## config.mk

```make
export PLATFORM = sky130hd
export DESIGN_NAME = mil_word_encoder
export DESIGN_NICKNAME = d
export VERILOG_FILES = /design/src/rtl/mil_enc_pkg.sv /design/src/rtl/mil_enc_bitclk.sv /design/src/rtl/mil_enc_ctrl.sv /design/src/rtl/mil_enc_drive.sv /design/src/rtl/mil_word_encoder.sv
export SDC_FILE = /design/constraint.sdc
export NUM_CORES = 1
export LEC_CHECK = 0
export BUFFER_PORTS_ARGS = -buffer_cell sky130_fd_sc_hd__buf_2
export CAP_MARGIN = 40
export CORE_ASPECT_RATIO = 1.25
export CORE_UTILIZATION = 45
export CTS_CLUSTER_SIZE = 24
export DETAILED_ROUTE_END_ITERATION = 12
export GPL_TIMING_DRIVEN = 0
export PLACE_DENSITY = 0.71
export SETUP_SLACK_MARGIN = 0.3
export SYNTH_ARGS = -nofsm -noshare
export SYNTH_HDL_FRONTEND = slang
export SYNTH_SLANG_ARGS = --single-unit
```

## constraint.sdc

```tcl
create_clock -name clk -period 5.1 [get_ports clk]
set_input_delay 1.02 -clock clk [delete_from_list [all_inputs] [get_ports clk]]
set_output_delay 1.02 -clock clk [all_outputs]
set_load 0.02 [all_outputs]
```

## src/rtl/mil_enc_pkg.sv

```systemverilog
package mil_enc_pkg;
  localparam int unsigned SYNC_SLOTS   = 3;
  localparam int unsigned PARITY_SLOTS = 1;

  typedef enum logic [1:0] {
    PH_SYNC   = 2'd0,
    PH_DATA   = 2'd1,
    PH_PARITY = 2'd2
  } tx_phase_e;
endpackage

```

## src/rtl/mil_enc_bitclk.sv

```systemverilog
module mil_enc_bitclk #(
  parameter int unsigned CLK_PER_BIT = 12,
  parameter int unsigned SLOTS       = 20,
  parameter int unsigned SYNC_SLOTS  = 3,
  localparam int unsigned SUB_W  = $clog2(CLK_PER_BIT),
  localparam int unsigned SLOT_W = $clog2(SLOTS)
) (
  input  logic              clk,
  input  logic              rst_n,
  input  logic              run,
  output logic [SUB_W-1:0]  sub_cnt,
  output logic [SLOT_W-1:0] slot_cnt,
  output logic              second_half,
  output logic              slot_end,
  output logic              word_end,
  output logic              in_window
);
  localparam logic [SUB_W-1:0]  SUB_LAST   = SUB_W'(CLK_PER_BIT - 1);
  localparam logic [SUB_W-1:0]  SUB_HALF   = SUB_W'(CLK_PER_BIT / 2);
  localparam logic [SLOT_W-1:0] SLOT_LAST  = SLOT_W'(SLOTS - 1);
  localparam logic [SLOT_W-1:0] OPEN_SLOT  = SLOT_W'(SYNC_SLOTS);
  localparam logic [SLOT_W-1:0] CLOSE_SLOT = SLOT_W'(SLOTS - 2);

  assign second_half = (sub_cnt >= SUB_HALF);
  assign slot_end    = run && (sub_cnt == SUB_LAST);
  assign word_end    = slot_end && (slot_cnt == SLOT_LAST);

  always_comb begin
    in_window = 1'b0;
    if (run) begin
      if (slot_cnt == OPEN_SLOT)       in_window = second_half;
      else if (slot_cnt == CLOSE_SLOT) in_window = !second_half;
      else                             in_window = (slot_cnt > OPEN_SLOT) && (slot_cnt < CLOSE_SLOT);
    end
  end

  always_ff @(posedge clk) begin
    if (!rst_n || !run) begin
      sub_cnt  <= '0;
      slot_cnt <= '0;
    end else if (slot_end) begin
      sub_cnt  <= '0;
      slot_cnt <= word_end ? '0 : slot_cnt + 1'b1;
    end else begin
      sub_cnt  <= sub_cnt + 1'b1;
    end
  end

  // the clock-in-bit counter never leaves its range
  a_r1_sub_range: assert property (@(posedge clk) disable iff (!rst_n)
    sub_cnt <= SUB_LAST);

  // after the last clock of a word the slot count wraps to zero
  a_r1_slot_wrap: assert property (@(posedge clk) disable iff (!rst_n)
    word_end |=> (slot_cnt == '0) && (sub_cnt == '0));
endmodule

```

## src/rtl/mil_enc_ctrl.sv

```systemverilog
module mil_enc_ctrl
  import mil_enc_pkg::*;
#(
  parameter int unsigned DATA_W      = 16,
  parameter int unsigned CLK_PER_BIT = 12,
  parameter int unsigned SLOTS       = 20,
  localparam int unsigned SUB_W  = $clog2(CLK_PER_BIT),
  localparam int unsigned SLOT_W = $clog2(SLOTS)
) (
  input  logic              clk,
  input  logic              rst_n,
  input  logic              wr_valid,
  output logic              wr_ready,
  input  logic [DATA_W-1:0] wr_data,
  input  logic              wr_cmd_sync,
  input  logic              wr_bus_b,
  input  logic [SUB_W-1:0]  sub_cnt,
  input  logic [SLOT_W-1:0] slot_cnt,
  input  logic              second_half,
  input  logic              slot_end,
  input  logic              word_end,
  input  logic              in_window,
  output logic              active,
  output logic              line_hi,
  output logic              bus_sel
);
  localparam logic [SLOT_W-1:0] DATA_FIRST = SLOT_W'(SYNC_SLOTS);
  localparam logic [SLOT_W-1:0] PAR_SLOT   = SLOT_W'(SYNC_SLOTS + DATA_W);

  logic [DATA_W-1:0] shift_q;
  logic              par_q, cmd_q;
  logic [DATA_W-1:0] hold_data;
  logic              hold_cmd, hold_bus, held;
  logic              accept;
  logic              sync_first;
  tx_phase_e         phase;

  assign wr_ready = !active || (in_window && !held);
  assign accept   = wr_valid && wr_ready;

  always_comb begin
    if (slot_cnt < DATA_FIRST)    phase = PH_SYNC;
    else if (slot_cnt < PAR_SLOT) phase = PH_DATA;
    else                          phase = PH_PARITY;
  end

  // sync occupies 1.5 bit times per polarity
  assign sync_first = (slot_cnt == '0) || ((slot_cnt == SLOT_W'(1)) && !second_half);

  always_comb begin
    unique case (phase)
      PH_SYNC: line_hi = cmd_q ? sync_first : !sync_first;
      PH_DATA: line_hi = shift_q[DATA_W-1] ^ second_half;
      default: line_hi = par_q ^ second_half;
    endcase
  end

  always_ff @(posedge clk) begin
    if (!rst_n) begin
      active    <= 1'b0;
      held      <= 1'b0;
      shift_q   <= '0;
      par_q     <= 1'b0;
      cmd_q     <= 1'b0;
      bus_sel   <= 1'b0;
      hold_data <= '0;
      hold_cmd  <= 1'b0;
      hold_bus  <= 1'b0;
    end else begin
      if (accept && !active) begin
        shift_q <= wr_data;
        par_q   <= ~^wr_data;
        cmd_q   <= wr_cmd_sync;
        bus_sel <= wr_bus_b;
        active  <= 1'b1;
      end else if (word_end) begin
        if (held) begin
          shift_q <= hold_data;
          par_q   <= ~^hold_data;
          cmd_q   <= hold_cmd;
          bus_sel <= hold_bus;
          held    <= 1'b0;
        end else begin
          active  <= 1'b0;
        end
      end else if (slot_end && (phase == PH_DATA)) begin
        shift_q <= {shift_q[DATA_W-2:0], 1'b0};
      end
      if (accept && active) begin
        hold_data <= wr_data;
        hold_cmd  <= wr_cmd_sync;
        hold_bus  <= wr_bus_b;
        held      <= 1'b1;
      end
    end
  end

  // a word taken while idle starts at clock 0 of a word on the next cycle
  a_r5_idle_start: assert property (@(posedge clk) disable iff (!rst_n)
    (accept && !active) |=> (active && (slot_cnt == '0) && (sub_cnt == '0)));

  // a waiting word keeps the write port closed
  a_r6_no_overwrite: assert property (@(posedge clk) disable iff (!rst_n)
    held |-> !wr_ready);

  // with nothing waiting the encoder goes idle after the last clock
  a_r7_back_to_idle: assert property (@(posedge clk) disable iff (!rst_n)
    (word_end && !held) |=> !active);

  // a waiting word keeps the encoder busy across the boundary
  a_r7_gapless: assert property (@(posedge clk) disable iff (!rst_n)
    (word_end && held) |=> (active && !held));
endmodule

```

## src/rtl/mil_enc_drive.sv

```systemverilog
module mil_enc_drive #(
  parameter int unsigned NBUS = 2
) (
  input  logic            clk,
  input  logic            rst_n,
  input  logic            active,
  input  logic            line_hi,
  input  logic            bus_sel,
  input  logic [NBUS-1:0] dis,
  output logic [NBUS-1:0] pos,
  output logic [NBUS-1:0] neg
);
  for (genvar i = 0; i < NBUS; i++) begin : g_bus
    logic on;
    assign on     = active && (int'(bus_sel) == i) && !dis[i];
    assign pos[i] = on && line_hi;
    assign neg[i] = on && !line_hi;
  end

  // never more than one drive line high
  a_r10_one_line: assert property (@(posedge clk) disable iff (!rst_n)
    $countones({pos, neg}) <= 1);
endmodule

```

## src/rtl/mil_word_encoder.sv

```systemverilog
module mil_word_encoder #(
  parameter int unsigned DATA_W      = 16,
  parameter int unsigned CLK_PER_BIT = 12
) (
  input  logic              clk,
  input  logic              rst_n,
  input  logic              wr_valid,
  output logic              wr_ready,
  input  logic [DATA_W-1:0] wr_data,
  input  logic              wr_cmd_sync,
  input  logic              wr_bus_b,
  input  logic              tx_dis_a,
  input  logic              tx_dis_b,
  output logic              bus_a_pos,
  output logic              bus_a_neg,
  output logic              bus_b_pos,
  output logic              bus_b_neg
);
  import mil_enc_pkg::*;

  localparam int unsigned SLOTS  = SYNC_SLOTS + DATA_W + PARITY_SLOTS;
  localparam int unsigned SUB_W  = $clog2(CLK_PER_BIT);
  localparam int unsigned SLOT_W = $clog2(SLOTS);

  logic [SUB_W-1:0]  sub_cnt;
  logic [SLOT_W-1:0] slot_cnt;
  logic second_half, slot_end, word_end, in_window;
  logic active, line_hi, bus_sel;
  logic [1:0] pos_v, neg_v;

  mil_enc_bitclk #(
    .CLK_PER_BIT(CLK_PER_BIT), .SLOTS(SLOTS), .SYNC_SLOTS(SYNC_SLOTS)
  ) u_bitclk (
    .clk(clk), .rst_n(rst_n), .run(active),
    .sub_cnt(sub_cnt), .slot_cnt(slot_cnt), .second_half(second_half),
    .slot_end(slot_end), .word_end(word_end), .in_window(in_window)
  );

  mil_enc_ctrl #(
    .DATA_W(DATA_W), .CLK_PER_BIT(CLK_PER_BIT), .SLOTS(SLOTS)
  ) u_ctrl (
    .clk(clk), .rst_n(rst_n),
    .wr_valid(wr_valid), .wr_ready(wr_ready), .wr_data(wr_data),
    .wr_cmd_sync(wr_cmd_sync), .wr_bus_b(wr_bus_b),
    .sub_cnt(sub_cnt), .slot_cnt(slot_cnt), .second_half(second_half),
    .slot_end(slot_end), .word_end(word_end), .in_window(in_window),
    .active(active), .line_hi(line_hi), .bus_sel(bus_sel)
  );

  mil_enc_drive #(.NBUS(2)) u_drive (
    .clk(clk), .rst_n(rst_n), .active(active), .line_hi(line_hi),
    .bus_sel(bus_sel), .dis({tx_dis_b, tx_dis_a}), .pos(pos_v), .neg(neg_v)
  );

  assign bus_a_pos = pos_v[0];
  assign bus_a_neg = neg_v[0];
  assign bus_b_pos = pos_v[1];
  assign bus_b_neg = neg_v[1];
endmodule

```

==> results.sh <==
export IMPL_status="finished clean"
export IMPL_antennaDiodeCount=0
export IMPL_dp_cells=429
export IMPL_hold_path_class="register to register"
export IMPL_io_buffers=26
export IMPL_cts_sinks=48
export IMPL_timing_fmax_mhz=313
export IMPL_end_kind="output port"
export IMPL_ys_flop_type="dfxtp_1"
export IMPL_antenna_found_initial=0
export IMPL_drv_cap=0
export IMPL_grt_pass1_wl_mm=9.53
export IMPL_clk_pin_slew_ns=0.10
export IMPL_drt_first_pass_iters=5
export IMPL_rsz0062_at_grt="no"
export IMPL_post_cts_setup_buffers=0
export IMPL_finalSetupViolations=0
export IMPL_fill_cells=548
export IMPL_required_ns=4.08
export IMPL_reg2reg_from="u_bitclk.sub_cnt[0]$_SDFF_PP0_"
export IMPL_multi_input_area_um2=1640
export IMPL_layout_drive_gt1_share_pct=14.9
export IMPL_setup_tns_ns=0
export IMPL_drt_iter0_drc=85
export IMPL_cts_buffers=5
export IMPL_finClkSkew_ns=0.0152
export IMPL_yosysWarnings=0
export IMPL_initial_core_util_pct=47.0
export IMPL_layout_nets=383
export IMPL_cts_htree_levels=2
export IMPL_finalHoldViolCount=0
export IMPL_worstSkewPairLatency_ns=0.30
export IMPL_netlist_area_um2=2750
export IMPL_synth_seq_area_share_pct=34.9
export IMPL_synth_nets=350
export IMPL_crit_fanout=5
export IMPL_drt_wl_total_mm=5.69
export IMPL_holdBufCountCts=0
export IMPL_timing_final_crit_share_pct=62.7
export IMPL_fin_ws_ns=1.90
export IMPL_grt_pass1_vias=2123
export IMPL_rows=31
export IMPL_crit_type="register to output port"
export IMPL_area_growth_pct=14.2
export IMPL_use_met1_pct=21.2
export IMPL_regArea_um2=961
export IMPL_peakVddDrop_mv=0.188
export IMPL_syn_area_per_cell_um2=8.58
export IMPL_grt_most_used_layer="met2"
export IMPL_drc=0
export IMPL_instances_no_fill=437
export IMPL_cts_tree="built"
export IMPL_critical_path_startpoint="u_bitclk.slot_cnt[1]$_SDFFE_PP0P_"
export IMPL_use_met2_pct=35.8
export IMPL_synth_cells=321
export IMPL_holdWs_ns=0.469
export IMPL_synth_edf_count=0
export IMPL_use_met3_pct=3.72
export IMPL_async_flop_share_pct=0
export IMPL_grt_usage_pct=18.7
export IMPL_place_gp_congestion=0.838
export IMPL_min_from="u_ctrl.hold_bus$_SDFFE_PN0P_"
export IMPL_dieWidth_um=72.0
export IMPL_die_area_um2=6440
export IMPL_grt_max_degree=16
export IMPL_regToRegSetupSlack_ns=2.86
export IMPL_cp_start_kind="register"
export IMPL_p_leak_nw=1.27
export IMPL_die_h_um=89.5
export IMPL_vias_per_cell=5.11
export IMPL_finalCriticalPeriod_ns=3.20
export IMPL_pre_cts_ws_ns=2.23
export IMPL_slew_viol_final=0
export IMPL_ctsResizeCount=0
export IMPL_core_um2=5860
export IMPL_grt_overflow_total=0
export IMPL_clockBufferDepth=2
export IMPL_ys_ff_latch=48
export IMPL_hpwl_mm=4.30
export IMPL_maxSlewHeadroom_pct=67.0
export IMPL_p_per_area_nw_per_um2=280
export IMPL_synth_cell_types=43
export IMPL_vias=2234
export IMPL_cts_root_buf="clkbuf_8"
export IMPL_cp_arrival_ns=2.18
export IMPL_tightest_slew_ns=0.495
export IMPL_antenna_left=0
export IMPL_io_pins=28
export IMPL_wl_per_cell_um=13.0
==> registers in the layout, indices dropped and copies added (netlist names) <==
| name | count |
|---|---|
| u_ctrl.hold_data | 16 |
| u_ctrl.shift_q | 16 |
| u_bitclk.slot_cnt | 5 |
| u_bitclk.sub_cnt | 4 |
| u_ctrl.active | 1 |
| u_ctrl.bus_sel | 1 |
| u_ctrl.cmd_q | 1 |
| u_ctrl.held | 1 |
| u_ctrl.hold_bus | 1 |
| u_ctrl.hold_cmd | 1 |
| u_ctrl.par_q | 1 |
==> critical path, cell delays in order, from the launching register on <==
cell	delay, ns
dfxtp_1	0.44
inv_1	0.14
ha_1	0.20
a31oi_1	0.23
xnor2_1	0.14
mux2i_1	0.08
o21ai_1	0.23
nor3b_1	0.22
buf_2	0.20
==> layout make-up <==
cell class | instances | share of cell area (%)
inverters | 6 | 0.716
flip-flops and latches | 48 | 30.5
repair buffers | 26 | 4.14
plain buffers | 20 | 4.22
clock inverters | 3 | 2.86
clock buffers | 5 | 2.19
well taps | 82 | 3.26
multi-input cells | 247 | 52.1
==> through the flow <==
stage / instance area (µm²) / utilization (%) / power [mW]
4_1_cts: 3150 / 53.7 / 0.891
2_1_floorplan: 2750 / - / 0.483
6_report: 3150 / 53.7 / 0.882
3_5_place_dp: 2990 / 51.0 / 0.516
5_1_grt: 3150 / 53.7 / 0.919
3_3_place_gp: 2990 / 51.0 / 0.514
==> path summary, 6_finish.rpt <==
check / cells after the start / to
worst min register to register: 2 / u_ctrl.hold_bus$_SDFFE_PN0P_
worst min-delay path: 2 / u_ctrl.hold_bus$_SDFFE_PN0P_
worst max register to register: 9 / u_ctrl.hold_data[6]$_SDFFE_PN0P_
worst max-delay path: 8 / bus_b_neg
==> power by group <==
group / internal, mW / switching, mW
clock: 0.245 / 0.131
sequential: 0.385 / 0.00572
combinational: 0.0530 / 0.0630
==> routing by layer <==
layer	part of all wire, %	vias up
li1	-	1158
met5	0	-
met2	54	35
met4	1.1	0
met3	2.8	6
met1	42	1035
==> placed cells by master (no fill, tap or decap), types with 2 or more instances in the layout <==
master | Yosys | final
mux2i_1 | 32 | 32
xnor2_1 | 32 | 32
dfxtp_1 | 48 | 48
a21oi_1 | 4 | 4
nor3b_1 | 3 | 3
inv_1 | 6 | 6
ha_1 | 6 | 6
nand3_1 | 19 | 19
xor2_1 | 5 | 5
nand2_1 | 48 | 48
buf_6 | 4 | 4
nor2b_1 | 15 | 15
o21ai_0 | 2 | 2
nor3_1 | 3 | 3
clkbuf_8 | 0 | 5
a311oi_1 | 2 | 2
buf_8 | 2 | 2
buf_1 | 2 | 2
clkbuf_1 | 8 | 8
a31oi_1 | 2 | 2
bufinv_16 | 0 | 3
buf_2 | 4 | 30
o21ai_1 | 37 | 37
nor2_1 | 16 | 16
==> logic make-up after synthesis <==
| group | synth area share (%) |
|---|---|
| buffers and inverters | 5.63 |
| muxes | 12.0 |
| xor gates and xnor gates | 11.8 |
| and+or+nand+nor | 18.9 |
| adders and majority gates | 2.73 |
| AOI/OAI and AO/OA | 14.0 |
| DFF | 34.9 |
==> cell usage after synthesis (2+ instances only) <==
cell,count,area share (%)
a21oi_1,4,0.73
a311oi_1,2,0.64
a31oi_1,2,0.45
buf_1,2,0.27
buf_2,4,0.73
buf_6,4,1.6
buf_8,2,1.1
clkbuf_1,8,1.1
dfxtp_1,48,35
ha_1,6,2.7
inv_1,6,0.82
mux2i_1,32,12
nand2_1,48,6.5
nand3_1,19,3.5
nor2_1,16,2.2
nor2b_1,15,3.4
nor3_1,3,0.55
nor3b_1,3,0.82
o21ai_0,2,0.36
o21ai_1,37,6.7
xnor2_1,32,10
xor2_1,5,1.6
(Power assumes the default switching activity.)
